===== config.mk =====
export PLATFORM = sky130hd
export DESIGN_NAME = rsp_capture_fifo
export DESIGN_NICKNAME = d
export VERILOG_FILES = /design/src/rtl/rspcap_pkg.sv /design/src/rtl/rspcap_deser.sv /design/src/rtl/rspcap_store.sv /design/src/rtl/rsp_capture_fifo.sv
export SDC_FILE = /design/constraint.sdc
export NUM_CORES = 1
export LEC_CHECK = 0
export BUFFER_PORTS_ARGS = -buffer_cell sky130_fd_sc_hd__buf_2
export CORE_ASPECT_RATIO = 1.5
export CORE_MARGIN = 5
export CORE_UTILIZATION = 35
export CTS_CLUSTER_DIAMETER = 150
export DETAILED_ROUTE_END_ITERATION = 6
export PLACE_DENSITY = 0.58
export RECOVER_POWER = 25
export SETUP_SLACK_MARGIN = 0.5
export SLEW_MARGIN = 20
export SYNTH_ARGS = -nofsm -noshare
export SYNTH_HDL_FRONTEND = slang
export SYNTH_HIERARCHICAL = 1
export SYNTH_SLANG_ARGS = --single-unit

===== constraint.sdc =====
create_clock -name clk -period 6.4 [get_ports clk]
set_input_delay 0.64 -clock clk [delete_from_list [all_inputs] [get_ports clk]]
set_output_delay 0.64 -clock clk [all_outputs]
set_load 0.01 [all_outputs]

===== src/rtl/rspcap_pkg.sv =====
package rspcap_pkg;

    typedef enum logic [1:0] {
        ST_IDLE,
        ST_HUNT,
        ST_RECV,
        ST_FIN
    } cap_state_e;

    typedef enum logic [1:0] {
        KIND_NONE,
        KIND_SHORT,
        KIND_LONG
    } rsp_kind_e;

    // Format code -> reply shape; 2 is the long reply, 1 and 3 are short.
    function automatic rsp_kind_e fmt_to_kind(input logic [2:0] fmt);
        case (fmt)
            3'd1, 3'd3: return KIND_SHORT;
            3'd2:       return KIND_LONG;
            default:    return KIND_NONE;
        endcase
    endfunction

endpackage


===== src/rtl/rspcap_deser.sv =====
module rspcap_deser
    import rspcap_pkg::*;
#(
    parameter int HW         = 16,
    parameter int SHORT_BITS = 48,
    parameter int SHORT_KEEP = 40,
    parameter int LONG_BITS  = 136,
    localparam int CW        = $clog2(LONG_BITS),
    localparam int LW        = $clog2(LONG_BITS + 1)
) (
    input  logic          clk,
    input  logic          rst_n,
    input  logic          start_i,
    input  logic [2:0]    fmt_i,
    input  logic          bit_en_i,
    input  logic          cmd_i,
    output logic          wr_o,
    output logic [HW-1:0] wr_data_o,
    output logic          done_o,
    output logic [LW-1:0] done_bits_o
);

    localparam int HWB      = $clog2(HW);
    localparam int LONG_REM = LONG_BITS % HW;
    localparam int PAD      = (HW - LONG_REM) % HW;

    cap_state_e        state_q, state_d;
    rsp_kind_e         kind_q;
    logic [CW-1:0]     cnt_q;
    logic [HW-2:0]     acc_q;
    logic [HW-1:0]     nxt_acc;
    logic [CW-1:0]     last_idx;
    logic              at_last, boundary, take, found;

    assign nxt_acc  = {acc_q, cmd_i};
    assign last_idx = (kind_q == KIND_LONG) ? CW'(LONG_BITS - 1) : CW'(SHORT_BITS - 1);
    assign at_last  = (cnt_q == last_idx);
    assign boundary = (cnt_q[HWB-1:0] == '1);
    assign take     = (state_q == ST_RECV) && bit_en_i && !start_i;
    assign found    = (state_q == ST_HUNT) && bit_en_i && !cmd_i && !start_i;

    // State register
    always_ff @(posedge clk or negedge rst_n) begin
        if (!rst_n) state_q <= ST_IDLE;
        else        state_q <= state_d;
    end

    // Next state
    always_comb begin
        state_d = state_q;
        if (start_i) begin
            state_d = (fmt_to_kind(fmt_i) == KIND_NONE) ? ST_FIN : ST_HUNT;
        end else begin
            unique case (state_q)
                ST_IDLE: state_d = ST_IDLE;
                ST_HUNT: if (found) state_d = ST_RECV;
                ST_RECV: if (bit_en_i && at_last) state_d = ST_FIN;
                ST_FIN:  state_d = ST_IDLE;
            endcase
        end
    end

    // Halfword write decision
    always_comb begin
        wr_o      = 1'b0;
        wr_data_o = nxt_acc;
        if (take) begin
            if (kind_q == KIND_LONG) begin
                wr_o = boundary || at_last;
                if (at_last) wr_data_o = nxt_acc << PAD;
            end else if (cnt_q < CW'(SHORT_KEEP)) begin
                wr_o = boundary || (cnt_q == CW'(SHORT_KEEP - 1));
            end
        end
    end

    // Bit counter and assembler
    always_ff @(posedge clk or negedge rst_n) begin
        if (!rst_n) begin
            kind_q <= KIND_NONE;
            cnt_q  <= '0;
            acc_q  <= '0;
        end else if (start_i) begin
            kind_q <= fmt_to_kind(fmt_i);
            cnt_q  <= '0;
            acc_q  <= '0;
        end else if (found) begin
            cnt_q  <= CW'(1);
            acc_q  <= '0;
        end else if (take) begin
            cnt_q  <= cnt_q + CW'(1);
            acc_q  <= wr_o ? '0 : nxt_acc[HW-2:0];
        end
    end

    // Outputs
    always_comb begin
        done_o      = (state_q == ST_FIN);
        done_bits_o = '0;
        if (done_o) begin
            unique case (kind_q)
                KIND_LONG:  done_bits_o = LW'(LONG_BITS);
                KIND_SHORT: done_bits_o = LW'(SHORT_BITS);
                default:    done_bits_o = '0;
            endcase
        end
    end

endmodule


===== src/rtl/rspcap_store.sv =====
module rspcap_store #(
    parameter int HW    = 16,
    parameter int DEPTH = 9,
    localparam int AW   = $clog2(DEPTH),
    localparam int PW   = $clog2(DEPTH + 1)
) (
    input  logic          clk,
    input  logic          rst_n,
    input  logic          clear_i,
    input  logic          wr_i,
    input  logic [HW-1:0] wr_data_i,
    input  logic          rd_i,
    output logic [HW-1:0] rd_data_o,
    output logic          empty_o,
    output logic [PW-1:0] fill_o
);

    logic [HW-1:0] mem [DEPTH];
    logic [PW-1:0] wptr_q, rptr_q;

    assign empty_o = (rptr_q == wptr_q);
    assign fill_o  = wptr_q;

    always_ff @(posedge clk) begin
        if (wr_i && !clear_i && (wptr_q < PW'(DEPTH)))
            mem[wptr_q[AW-1:0]] <= wr_data_i;
    end

    always_ff @(posedge clk or negedge rst_n) begin
        if (!rst_n) begin
            wptr_q    <= '0;
            rptr_q    <= '0;
            rd_data_o <= '0;
        end else begin
            if (rd_i)
                rd_data_o <= empty_o ? '0 : mem[rptr_q[AW-1:0]];
            if (clear_i) begin
                wptr_q <= '0;
                rptr_q <= '0;
            end else begin
                if (wr_i && (wptr_q < PW'(DEPTH))) wptr_q <= wptr_q + PW'(1);
                if (rd_i && !empty_o)              rptr_q <= rptr_q + PW'(1);
            end
        end
    end

endmodule


===== src/rtl/rsp_capture_fifo.sv =====
module rsp_capture_fifo #(
    parameter int HW         = 16,
    parameter int SHORT_BITS = 48,
    parameter int SHORT_KEEP = 40,
    parameter int LONG_BITS  = 136
) (
    input  logic                               clk,
    input  logic                               rst_n,
    input  logic                               start_i,
    input  logic [2:0]                         fmt_i,
    input  logic                               bit_en_i,
    input  logic                               cmd_i,
    input  logic                               rd_i,
    output logic [HW-1:0]                      rd_data_o,
    output logic                               done_o,
    output logic [$clog2(LONG_BITS + 1)-1:0]   done_bits_o
);

    localparam int DEPTH = (LONG_BITS + HW - 1) / HW;
    localparam int PW    = $clog2(DEPTH + 1);

    logic          wr_en;
    logic [HW-1:0] wr_word;
    logic          fifo_empty;
    logic [PW-1:0] fill_cnt;

    rspcap_deser #(
        .HW(HW), .SHORT_BITS(SHORT_BITS), .SHORT_KEEP(SHORT_KEEP), .LONG_BITS(LONG_BITS)
    ) u_deser (
        .clk(clk), .rst_n(rst_n), .start_i(start_i), .fmt_i(fmt_i),
        .bit_en_i(bit_en_i), .cmd_i(cmd_i), .wr_o(wr_en), .wr_data_o(wr_word),
        .done_o(done_o), .done_bits_o(done_bits_o)
    );

    rspcap_store #(.HW(HW), .DEPTH(DEPTH)) u_store (
        .clk(clk), .rst_n(rst_n), .clear_i(start_i), .wr_i(wr_en),
        .wr_data_i(wr_word), .rd_i(rd_i), .rd_data_o(rd_data_o),
        .empty_o(fifo_empty), .fill_o(fill_cnt)
    );

endmodule


==> results.toml <==
[yosys]
synthFlopType = "edfxtp_1"
synthCells = 552
synth-seq-cells = 195
synth_edf_count = 144
synthArstFlopShare_pct = 26.2
synth_seq_area_share_pct = 67.5
syn_area_um2 = 8290
avgSynthCellArea_um2 = 15.0
synth.distinct_cells = 56
yosysWarningCount = 6

[routing]
ant_nets = 0
viasPerCell = 5.09
drtPass1Iterations = 5
drt_wl_total_um = 16400
route.detailed.drc = 0
vias = 4629
drt_iter0_drc = 252
wl_per_cell_um = 18.1

[grt]
grt_max_degree = 66
grt_usage_pct = 13.0
grt_overflow = 0
grt_pass1_vias = 4884
antenna_found_initial = 0
grt_pass1_wl_um = 26900

[placement]
io_buffers = 29
place_inst = 877
dp_hpwl_um = 11100
place_ws_ps = 3320
placed_cell_area_um2 = 8720
gp_congestion = 0.736

[floorplan]
die_area_um2 = 26900
rows = 69
die_h_um = 199
core-area_um2 = 23600
dieWidth_um = 136
initial_core_util_pct = 35.2
ioPinCount = 34

[timing]
report.final.hold_viol_count = 0
slew_viol_final = 52
worst_pin_slew_ps = 3050
finalSetupTns_ps = 0
fmax_mhz = 275
setup_violations = 0
worst_slack_ps = 2760
fin_skew_ps = 11.2
rsz0062_at_grt = "false"
holdWs_ps = 436
layout_min_cycle_time_ps = 3640
relSlewSlack_pct = -104
fin_crit_sh_pct = 56.9

[cts]
clockRootBuffer = "clkbuf_16"
cts_setup_buffers = 0
clkSlewWorstSetupHoldPaths_ps = 70
cts_tree = "built"
cts.sinks = 195
cts_hold_buf = 0
clockBufferDepth = 2
cts_htree_levels = 4
numCtsBuffers = 17
clk_latency_ps = 420
cts_resized = 0

[run]
maxCapViolCount = 1

[finish]
antenna_cells = 0
layout_commonest_cell = "edfxtp_1"
fin_util_pct = 39.1
fin_nets = 596
most-common-layout-cells = "144 x edfxtp_1, 65 x mux2i_1, 50 x dfrtp_1"
nFillCells = 2182
syn2layout_area_growth_pct = 11.1
fin_cells = 909
drive_above_1_share_pct = 12.2
finish.instance_area_um2 = 9220

[pwr]
ir_drop_v = 0.000165
powerDensity_nw_per_um2 = 274
fin_total_pwr_mw = 2.52
power.leakage_nw = 3.08

[setup_path]
required_ps = 6450
endpoint_kind = "register"
crit_path_top_delay_cell = "a2111oi_0"
crit_chain = "or3b_4, a2111oi_0, a21oi_1, nor2_1, nor2b_1, and4b_1"
slowest_delay_ps = 920
crit_type = "register to register"
start_kind = "register"
cp.arrival_ps = 3690
crit_fanout = 16

[run_status]
violations = "max-capacitance violations, max-slew violations"
status = "finished with violations"

[min_path]
hold_path_class = "input pin to register"
## final cells by class
type	count	area, um2	area share, %
flip-flops and latches	195	5600	60.8
multi-input cells	315	2410	26.2
clock inverters	12	131	1.43
clock buffers	20	447	4.85
repair buffers	38	184	2.00
inverters	10	37.5	0.407
well taps	319	399	4.33
## cell families after synthesis
kind of cell    share of synthesized area, %
flops                                   67.5
mux                                     9.02
simple gates                            7.09
xor+xnor                                1.06
compound gates                          10.7
buf+inv                                 3.06
other cells                           0.0452
fa+ha+maj                               1.51
## worst max-delay path: cells and delay by family, from the launching register on
family          cells  cell delay (ps)
compound gates      2             1060
flops               1              490
simple gates        4             1710
## report_power, final
group / total, mW / internal, mW / switching (mW) / leakage [nW]
logic: 0.121 / 0.0417 / 0.0790 / 0.820
registers: 1.37 / 1.36 / 0.0106 / 1.98
clock network: 1.04 / 0.587 / 0.449 / 0.274
total: 2.52 / 1.98 / 0.539 / 3.08
## sequential cells by signal, summed over array words and instances, names as in the netlist
| signal | cells |
|---|---|
| u_deser/acc_q | 15 |
| u_store/fill_o | 4 |
| u_deser/kind_q | 2 |
| u_store/rd_data_o | 16 |
| u_store/rptr_q | 4 |
| u_deser/cnt_q | 8 |
| u_deser/state_q | 2 |
| u_store/mem | 144 |
## synth_stat cells, types with 7 or more instances
master / count / area share, %
o22ai_1: 33 / 2.5
o21ai_2: 9 / 0.95
and2_1: 11 / 0.83
o21ai_0: 15 / 0.91
o2bb2ai_1: 16 / 1.7
nor3_1: 23 / 1.4
mux2i_1: 65 / 7.8
ha_1: 10 / 1.5
buf_4: 9 / 0.81
a22o_1: 14 / 1.5
nand2b_1: 7 / 0.53
buf_2: 10 / 0.60
clkbuf_1: 10 / 0.45
inv_1: 9 / 0.41
edfxtp_1: 144 / 52
nand2_1: 12 / 0.54
nor2_1: 13 / 0.59
dfrtp_1: 51 / 15
## metal layers
metal / track usage, % / wire length [um] / vias up
met5: 0 / 0 / -
met4: 4.03 / 291 / 0
met3: 2.71 / 526 / 21
met2: 22.9 / 8550 / 91
met1: 15.9 / 7060 / 2338
li1: - / - / 2179
## worst paths after layout
path                       slack (ps)              endpoint                  from  cells after the start
max                              2760     u_store/mem[3][2]      u_deser/cnt_q[4]                      6
min                               440     u_deser/kind_q[1]              fmt_i[2]                      2
max reg2reg                      2760     u_store/mem[3][2]      u_deser/cnt_q[4]                      6
min reg2reg                       490  u_store/rd_data_o[5]  u_store/rd_data_o[5]                      1
max in group asynchronous        2930     u_store/rptr_q[0]                 rst_n                      2
min in group asynchronous        1320     u_deser/acc_q[10]                 rst_n                      2
Note: power is estimated with default switching activity, not from simulation.
